File: config.mk
export PLATFORM = sky130hd
export DESIGN_NAME = tern_gate_eval
export DESIGN_NICKNAME = d
export VERILOG_FILES = /design/src/rtl/tern_pkg.sv /design/src/rtl/tern_scan.sv /design/src/rtl/tern_tally.sv /design/src/rtl/tern_gate_eval.sv
export SDC_FILE = /design/constraint.sdc
export NUM_CORES = 1
export LEC_CHECK = 0
export CORE_MARGIN = 4
export CORE_UTILIZATION = 55
export CTS_CLUSTER_DIAMETER = 50
export DETAILED_ROUTE_END_ITERATION = 12
export HOLD_SLACK_MARGIN = 0.05
export PLACE_DENSITY = 0.82
export SLEW_MARGIN = 25
export SYNTH_ARGS = -nofsm -noshare
export SYNTH_HDL_FRONTEND = slang
export SYNTH_SLANG_ARGS = --single-unit
File: constraint.sdc
create_clock -name clk -period 4.77 [get_ports clk]
set_clock_uncertainty 0.1 [all_clocks]
set_input_delay 1.1925 -clock clk [delete_from_list [all_inputs] [get_ports clk]]
set_output_delay 1.1925 -clock clk [all_outputs]
set_load 0.05 [all_outputs]
File: src/rtl/tern_pkg.sv
package tern_pkg;

  typedef logic [1:0] tern_t;

  localparam tern_t T_ZERO = 2'b00;
  localparam tern_t T_ONE  = 2'b11;
  localparam tern_t T_UNK  = 2'b01;

  localparam logic [2:0] G_AND  = 3'd0;
  localparam logic [2:0] G_NAND = 3'd1;
  localparam logic [2:0] G_OR   = 3'd2;
  localparam logic [2:0] G_NOR  = 3'd3;
  localparam logic [2:0] G_BUF  = 3'd4;
  localparam logic [2:0] G_NOT  = 3'd5;

  // Map the illegal code onto unknown.
  function automatic tern_t t_norm(tern_t v);
    return (v == T_ZERO || v == T_ONE) ? v : T_UNK;
  endfunction

  function automatic logic ctrl_of(logic [2:0] g);
    return (g == G_OR) || (g == G_NOR);
  endfunction

  function automatic logic inv_of(logic [2:0] g);
    return (g == G_NAND) || (g == G_NOR) || (g == G_NOT);
  endfunction

  function automatic tern_t resolve(logic has_c, logic has_u, logic c, logic i);
    tern_t r;
    if (has_c)      r = {2{c ^ i}};
    else if (has_u) r = T_UNK;
    else            r = {2{(~c) ^ i}};
    return r;
  endfunction

endpackage

File: src/rtl/tern_scan.sv
module tern_scan
  import tern_pkg::*;
#(
  parameter int N_IN = 8,
  parameter int CW   = $clog2(N_IN + 1)
) (
  input  logic [2*N_IN-1:0] in_vec,
  input  logic [CW-1:0]     eff,
  input  logic              ctrl,
  output logic              has_c,
  output logic              has_u
);

  logic [N_IN-1:0] hit_c;
  logic [N_IN-1:0] hit_u;

  for (genvar k = 0; k < N_IN; k++) begin : g_in
    tern_t v;
    logic  used;
    assign v        = t_norm(in_vec[2*k +: 2]);
    assign used     = (k < int'(eff));
    assign hit_c[k] = used && (v == {2{ctrl}});
    assign hit_u[k] = used && (v == T_UNK);
  end

  assign has_c = |hit_c;
  assign has_u = |hit_u;

endmodule

File: src/rtl/tern_tally.sv
module tern_tally
  import tern_pkg::*;
#(
  parameter int N_IN = 8,
  parameter int IW   = $clog2(N_IN),
  parameter int CW   = $clog2(N_IN + 1)
) (
  input  logic          clk,
  input  logic          rst,
  input  logic [CW-1:0] eff,
  input  logic          ev_valid,
  input  logic [IW-1:0] ev_idx,
  input  tern_t         ev_old,
  input  tern_t         ev_new,
  output logic [CW-1:0] n_z,
  output logic [CW-1:0] n_o,
  output logic [CW-1:0] n_u,
  output logic [CW-1:0] q_z,
  output logic [CW-1:0] q_o,
  output logic [CW-1:0] q_u
);

  tern_t ov, nv;
  logic  hit;

  assign ov  = t_norm(ev_old);
  assign nv  = t_norm(ev_new);
  assign hit = ev_valid && (CW'(ev_idx) < eff) && (ov != nv);

  always_comb begin
    n_z = q_z;
    n_o = q_o;
    n_u = q_u;
    if (hit) begin
      case (ov)
        T_ZERO:  n_z = n_z - CW'(1);
        T_ONE:   n_o = n_o - CW'(1);
        default: n_u = n_u - CW'(1);
      endcase
      case (nv)
        T_ZERO:  n_z = n_z + CW'(1);
        T_ONE:   n_o = n_o + CW'(1);
        default: n_u = n_u + CW'(1);
      endcase
    end
  end

  always_ff @(posedge clk) begin
    if (rst) begin
      q_z <= '0;
      q_o <= '0;
      q_u <= eff;
    end else begin
      q_z <= n_z;
      q_o <= n_o;
      q_u <= n_u;
    end
  end

endmodule

File: src/rtl/tern_gate_eval.sv
module tern_gate_eval
  import tern_pkg::*;
#(
  parameter int N_IN = 8,
  localparam int IW  = $clog2(N_IN),
  localparam int CW  = $clog2(N_IN + 1)
) (
  input  logic              clk,
  input  logic              rst,
  input  logic              mode,
  input  logic [2:0]        gate,
  input  logic [CW-1:0]     fanin,
  input  logic [2*N_IN-1:0] in_vec,
  input  logic              ev_valid,
  input  logic [IW-1:0]     ev_idx,
  input  logic [1:0]        ev_old,
  input  logic [1:0]        ev_new,
  output logic [1:0]        out_val,
  output logic              out_chg
);

  logic [CW-1:0] eff;
  logic          ctrl, inv;
  logic          s_has_c, s_has_u;
  logic [CW-1:0] n_z, n_o, n_u;
  logic [CW-1:0] q_z, q_o, q_u;
  logic [CW-1:0] n_c;
  tern_t         nxt;
  tern_t         out_q;
  logic          chg_q;

  always_comb begin
    if (gate >= G_BUF)                eff = CW'(1);
    else if (fanin == '0)             eff = CW'(1);
    else if (fanin > CW'(N_IN))       eff = CW'(N_IN);
    else                              eff = fanin;
  end

  assign ctrl = ctrl_of(gate);
  assign inv  = inv_of(gate);

  tern_scan #(.N_IN(N_IN), .CW(CW)) u_scan (
    .in_vec (in_vec),
    .eff    (eff),
    .ctrl   (ctrl),
    .has_c  (s_has_c),
    .has_u  (s_has_u)
  );

  tern_tally #(.N_IN(N_IN), .IW(IW), .CW(CW)) u_tally (
    .clk      (clk),
    .rst      (rst),
    .eff      (eff),
    .ev_valid (ev_valid),
    .ev_idx   (ev_idx),
    .ev_old   (ev_old),
    .ev_new   (ev_new),
    .n_z      (n_z),
    .n_o      (n_o),
    .n_u      (n_u),
    .q_z      (q_z),
    .q_o      (q_o),
    .q_u      (q_u)
  );

  assign n_c = ctrl ? n_o : n_z;

  always_comb begin
    if (mode) nxt = resolve(n_c != '0, n_u != '0, ctrl, inv);
    else      nxt = resolve(s_has_c, s_has_u, ctrl, inv);
  end

  always_ff @(posedge clk) begin
    if (rst) begin
      out_q <= T_UNK;
      chg_q <= 1'b0;
    end else begin
      out_q <= nxt;
      chg_q <= (nxt != out_q);
    end
  end

  assign out_val = out_q;
  assign out_chg = chg_q;

endmodule

======== Yosys cells after proc, flatten, opt, wreduce, memory -nomap -nowiden ========
Cells that the tools add are included.
word-level totals
  flip-flop bits (word level) ............. 15
  input bits .............................. 34
  output and inout port bits .............. 3
  logic and storage cells ................. 141
cells by class
  $add $sub $neg .......................... 6
  order comparisons ....................... 11
  equal/unequal tests ..................... 34
  multiplexer cells ....................... 32
  bitwise operators ....................... 3
  reduce and logical (&&, ||, !) cells .... 50
operator list
  cell                                                                          number
  4-bit 2-to-1 mux                                                              17
  2-bit 2-to-1 mux                                                              15
  2-bit == test (second input constant)                                         12
  2-bit zero test                                                               12
  1-bit logical AND                                                             18
  2-bit by 1-bit == test with 1-bit output (second input constant)              8
  2-bit == test                                                                 8
  3-bit by 4-bit less-than comparator with 1-bit output (first input constant)  4
  8-bit OR reduction                                                            2
  1-bit logical OR                                                              13
  4-bit by 1-bit adder with 4-bit output (second input constant)                3
  4-bit by 1-bit subtractor with 4-bit output (second input constant)           3
  1-bit by 4-bit less-than comparator with 1-bit output (first input constant)  2
  2-bit by 4-bit less-than comparator with 1-bit output (first input constant)  2
  4-bit nonzero test                                                            2
  3-bit by 2-bit == test with 1-bit output (second input constant)              2
  4-bit > comparator (second input constant)                                    1
  4-bit zero test                                                               1
  3-bit by 4-bit less-than comparator with 1-bit output                         1
  2-bit inequality test                                                         2
  2-bit OR reduction                                                            2
  3-bit by 1-bit == test with 1-bit output (second input constant)              1
  3-bit == test (second input constant)                                         1
  3-bit >= comparator (second input constant)                                   1
  other kinds (2)                                                               3

======== Longest topological paths before layout ========
  depth after elaboration ................. 16
  depth in mapped cells ................... 14
  gate-level depth less buffers ........... 13

======== By module ========
A second synthesis with hierarchy kept.
second synthesis, totals
  cells, all modules ...................... 287
  area, all modules ....................... 2,199.6 um^2
by module, submodules not included
  module          instances  cells an instance  area each (um^2)  sequential area each (um^2)
  tern_tally      1          160                1,293.7           240.2
  tern_scan       1          87                 590.6             0.0
  tern_gate_eval  1          40                 315.3             60.1

======== Worst setup path after synthesis ========
OpenSTA, ideal clock, no wires.
  path kind ............................... input to register
  from .................................... input port gate[2]
  to ...................................... register chg_q, in the netlist out_chg
  setup time .............................. 124 ps
  arrival ................................. 3,994 ps
  data required time ...................... 4,546 ps
  setup slack ............................. 552 ps
  stages .................................. 12
  path buffers ............................ 1
  path through ............................ buf_4 > nor2_1 > nand2_1 > ha_1 > a21oi_1 > o221ai_2 > or2_1 > or3_4 > a2111oi_4 > o31ai_2 > o221a_1 > a2111o_1
on the way
  word-level cells in the longest chain between the ends .. 11
  elaborated cells between the ends (all ways) .. 61
  classes of those cells .................. 10 x order compare; 13 x eq/ne; 10 x mux; 3 x bitwise; 25 x reduce/logical
ends and longest elaborated chain
  item                                                           RTL line                                    RTL
  from (decl)                                                    tern_gate_eval.sv:11                        input logic [2:0] gate,
  3-bit >= comparator                                            tern_gate_eval.sv:33                        if (gate >= G_BUF) eff = CW'(1);
  4-bit 2-to-1 mux                                               tern_gate_eval.sv:33
  3-bit by 4-bit less-than comparator with 1-bit output          tern_tally.sv:28                            assign hit = ev_valid && (CW'(ev_idx) < eff) && (ov != nv);
  1-bit logical AND (2 in a row)                                 tern_tally.sv:28
  4-bit 2-to-1 mux                                               tern_tally.sv:34                            if (hit) begin
  4-bit nonzero test / 4-bit 2-to-1 mux (equally long branches)  tern_gate_eval.sv:69, tern_gate_eval.sv:66
  2-bit 2-to-1 mux / 4-bit nonzero test (equally long branches)  tern_pkg.sv:32, tern_gate_eval.sv:69
  2-bit 2-to-1 mux                                               tern_pkg.sv:31                              if (has_c) r = {2{c ^ i}};
  2-bit 2-to-1 mux *                                             tern_gate_eval.sv:69                        if (mode) nxt = resolve(n_c != '0, n_u != '0, ctrl, inv);
  2-bit inequality test *                                        tern_gate_eval.sv:79                        chg_q <= (nxt != out_q);
  to (signal assigned)                                           tern_gate_eval.sv:79
  to (decl)                                                      tern_gate_eval.sv:30                        logic chg_q;
Mark *: on every way between the ends. The rest lies on a longest branch, timed or not.
A chain may end at the register's enable or synchronous reset.

======== Worst setup path after layout ========
Ends and elaborated chain as after synthesis.

==> Implementation_results.wiki <==
{| class="wikitable"
! Metric !! Value
|-
| Post-detailed-placement cell area || between 0.002 and 0.003 mm^2
|-
| Final-report max-slew violation count || 0
|-
| Worst Setup Slack post-DPL || -0.0230 ns
|-
| Post-synthesis instance area || approximately 0.0023 mm^2
|-
| Root Buffer || sky130_fd_sc_hd__clkbuf_8
|-
| Leading register cell type out of synthesis || sky130_fd_sc_hd__dfxtp_1
|-
| Worst Setup SP || gate[2]
|-
| Core ar. || between 0.004 and 0.005 mm^2
|-
| Number of DRC markers in iteration 0 || 87
|-
| Capturing element type of the critical path || register
|-
| HPWL Detailed || 4420 um
|-
| Unique cell type count in the Yosys netlist || 70
|-
| Residual DRC || 0
|-
| Post-DRT Antenna Nets || 0
|-
| Fraction of registers with async set or reset after synthesis || 0
|-
| Cell types occupying the most area after synthesis || sky130_fd_sc_hd__ha_1, sky130_fd_sc_hd__dfxtp_1, sky130_fd_sc_hd__inv_1
|-
| Finish-stage setup viols || 0
|-
| Pin count of the biggest net entering global routing || 22
|-
| Slowest cell on crit path || sky130_fd_sc_hd__a2111oi_4
|-
| Number of nets in the layout || roughly 400
|-
| Total length of routed wires || ~5600 um
|-
| Reported leakage power || ~1.2 nW
|-
| Path type of the worst min-delay path || register to register
|-
| Synth area leader || sky130_fd_sc_hd__ha_1
|-
| Row count || 23
|-
| Count of placed standard cells including taps || ~380
|-
| Clock transition at the registers of the reported paths || about 0.060 ns
|-
| Buf/Inv on CP || 1
|-
| Launch point of the worst hold path || u_tally.q_z[3]
|-
| Max FO, Critical Path || 6
|-
| Proportion of layout cells with a drive suffix above 1 || 0.0816
|-
| Number of vias per cell || about 6.0
|-
| Portion of the clock cycle consumed by the worst path in the final layout || 0.952
|-
| Kind of launch point of the worst setup path || primary input
|-
| CTS tree || built
|-
| WHS || approximately 0.42 ns
|-
| Endpoint required time on the critical path || between 4 and 5 ns
|-
| Top achievable clock speed || around 220 MHz
|-
| Net count of the mapped netlist || 358
|-
| Clock sink count || 15
|-
| Die height || slightly above 70 um
|-
| Global-route wire length before repair || ~9100 um
|-
| Headroom to the max-slew limit || 0.507
|-
| Cell count after synthesis || 295
|-
| Post-synthesis average cell area || slightly below 8 um^2
|-
| Number of buffers created by CTS || 3
|-
| Setup slack of the most critical reg-to-reg path || ~1.3 ns
|-
| Count of port buffers added during placement || 36
|-
| Register bit total from synthesis || 15
|-
| Clk Latency, worst-skew pair || 0.25 ns
|-
| Number of antenna violations at the first check in global routing || 0
|-
| Number of global-route vias before repair || approximately 2200
|-
| Cell-by-cell listing of the critical path || clkdlybuf4s50_1 > nor2_1 > nand2_1 > ha_1 > a21oi_1 > o221ai_2 > or2_1 > or3_4 > a2111oi_4 > o31ai_2 > o221a_1 > a2111o_1
|-
| Hold buffers post-CTS || 0
|-
| Final Hold Fails || 0
|-
| Post-route insts no fill || ~380
|-
| Dominant delay contributor by cell family on the critical path || compound AO/OA/AOI/OAI gates
|-
| Final Critical Period || between 4 and 5 ns
|-
| Number of warnings issued by yosys || 0
|-
| Overall power consumption || 533 uW
|-
| P&R area growth vs syn || 20.7%
|-
| Delay of the slowest cell on the worst path || ~0.46 ns
|-
| DIE AREA || approximately 0.0052 mm^2
|-
| Fraction of the yosys area taken by sequential cells || 0.132
|-
| Setup WS post-layout || 0.228 ns
|-
| Count of boundary I/O pins || 37
|-
| Depth of the CTS H-tree || 1
|-
| GRT Overall Usage || 0.212
|-
| Antenna cells || 0
|-
| Utilization of the core after routing || 0.688
|-
| Tightest Pin Transition || 0.736 ns
|-
| Areal power density over the cells || between 150 and 200 mW/mm^2
|-
| Setup repair after global routing missed its margin || false
|-
| Die extent in x || between 70 and 80 um
|-
| Count of vias placed by the detailed router || about 2300
|-
| Finished Cell Area || 0.00275 mm^2
|-
| Crit Path Class || primary input to register
|-
| Number of maximum-capacitance violations || 0
|-
| Avg WL per Cell || about 15 um
|-
| Initial standard-cell utilization of the core || 0.570
|-
| Status || completed
|-
| GR Overflow Total || 0
|-
| Setup tns final || 0 ns
|-
| Critical Path AT || 4.58 ns
|-
| Max Root-Sink Buffers || 2
|-
| Count of flip-flops with a built-in enable after synthesis || 0
|-
| Top-area cell type share of the netlist area || 0.159
|-
| VDD IR max || 0.116 mV
|-
| Critical register-to-register path startpoint || u_tally.q_u[0]
|-
| Final weighted congestion in routability-driven placement || between 0.8 and 0.9
|-
| TritonRoute pass-1 iters || 4
|}
==> layout make-up <==
class | count | area, um^2
inverter | 35 | 131
multi-input combinational | 232 | 1790
sequential | 15 | 300
fill | 350 | 1250
clock buffer | 4 | 45.0
tap | 50 | 62.6
timing repair buffer | 45 | 428
==> report_power, final <==
part | switching [mW] | internal (mW) | leakage (nW) | total (mW)
registers | 0.0160 | 0.137 | 0.124 | 0.153
logic | 0.145 | 0.128 | 1.05 | 0.273
clock network | 0.0477 | 0.0593 | 0.0228 | 0.107
==> registers in the layout (all words and copies together) (netlist names) <==
name	flops
u_tally.q_o	4
u_tally.q_u	4
u_tally.q_z	4
out_val	2
out_chg	1
==> per-layer routing <==
| layer | up-vias | share of wire | GRT usage |
|---|---|---|---|
| met4 | 0 | 0.015 | 0.0758 |
| met1 | 1073 | 0.44 | 0.258 |
| li1 | 1141 | - | - |
| met3 | 8 | 0.048 | 0.0249 |
| met5 | - | 0 | 0 |
| met2 | 58 | 0.50 | 0.380 |
==> path summary, 6_finish.rpt <==
path / endpoint / cells past startpoint
max: out_chg / 12
min: u_tally.q_z[3] / 2
max reg2reg: out_chg / 13
min reg2reg: u_tally.q_z[3] / 2
==> placed cells by master, fill, tap and decap left out, types with 5 or more instances in the layout <==
master | synthesis | final
sky130_fd_sc_hd__clkdlybuf4s50_1 | 0 | 36
sky130_fd_sc_hd__inv_1 | 35 | 35
sky130_fd_sc_hd__nor2_1 | 30 | 30
sky130_fd_sc_hd__ha_1 | 29 | 29
sky130_fd_sc_hd__nand2_1 | 19 | 19
sky130_fd_sc_hd__dfxtp_1 | 15 | 15
sky130_fd_sc_hd__a21oi_1 | 13 | 13
sky130_fd_sc_hd__xor2_1 | 9 | 9
sky130_fd_sc_hd__buf_4 | 2 | 9
sky130_fd_sc_hd__xnor2_1 | 8 | 8
sky130_fd_sc_hd__nor3_1 | 8 | 8
sky130_fd_sc_hd__o21ai_0 | 7 | 7
sky130_fd_sc_hd__nor2b_1 | 5 | 5
sky130_fd_sc_hd__nand2b_1 | 5 | 5
==> synthesized netlist by cell type (all sizes together) (2+ instances only) <==
cell / n
a211oi: 2
a21boi: 3
a21o: 2
a21oi: 13
a221o: 4
a31oi: 2
and2: 4
and3: 2
buf: 7
clkbuf: 6
dfxtp: 15
ha: 29
inv: 35
mux2: 4
mux2i: 4
nand2: 19
nand2b: 5
nand3: 2
nand4b: 4
nor2: 30
nor2b: 5
nor3: 8
nor3b: 4
nor4: 2
nor4b: 4
o2111a: 2
o2111ai: 4
o211ai: 2
o21a: 3
o21ai: 7
o21ba: 2
o221a: 2
o221ai: 2
o22ai: 4
o31ai: 4
or2: 3
or3: 4
or4: 2
xnor2: 8
xor2: 9
==> cells by family (layout without fill, tap and decap cells) <==
| family | Yosys count | in the layout | share of synthesized area |
|---|---|---|---|
| AO/OA/AOI/OAI | 73 | 73 | 0.259 |
| AND/OR/NAND/NOR | 104 | 104 | 0.250 |
| multiplexers | 8 | 8 | 0.0373 |
| adder cells (fa/ha/maj) | 29 | 29 | 0.159 |
| flip-flops | 15 | 15 | 0.132 |
| XOR/XNOR | 18 | 18 | 0.0752 |
| buffers and inverters | 48 | 84 | 0.0878 |
==> worst register-to-register path: stages (launching register included) <==
cell,delay [ns]
sky130_fd_sc_hd__dfxtp_1,0.56
sky130_fd_sc_hd__inv_1,0.11
sky130_fd_sc_hd__ha_1,0.32
sky130_fd_sc_hd__and2_1,0.18
sky130_fd_sc_hd__nor2_1,0.10
sky130_fd_sc_hd__ha_1,0.24
sky130_fd_sc_hd__nand2_1,0.07
sky130_fd_sc_hd__o31ai_1,0.07
sky130_fd_sc_hd__nor3_1,0.29
sky130_fd_sc_hd__a21boi_0,0.25
sky130_fd_sc_hd__a2bb2oi_1,0.32
sky130_fd_sc_hd__o2111a_1,0.27
sky130_fd_sc_hd__o22ai_1,0.11
sky130_fd_sc_hd__a2111o_1,0.37
==> what timing repair did <==
action / in CTS / in global routing
buffers inserted: 0 / 0
setup endpoints to repair: 0 / 1
resized for setup: 0 / 1
No activity file was read; power rests on OpenSTA's default activity.
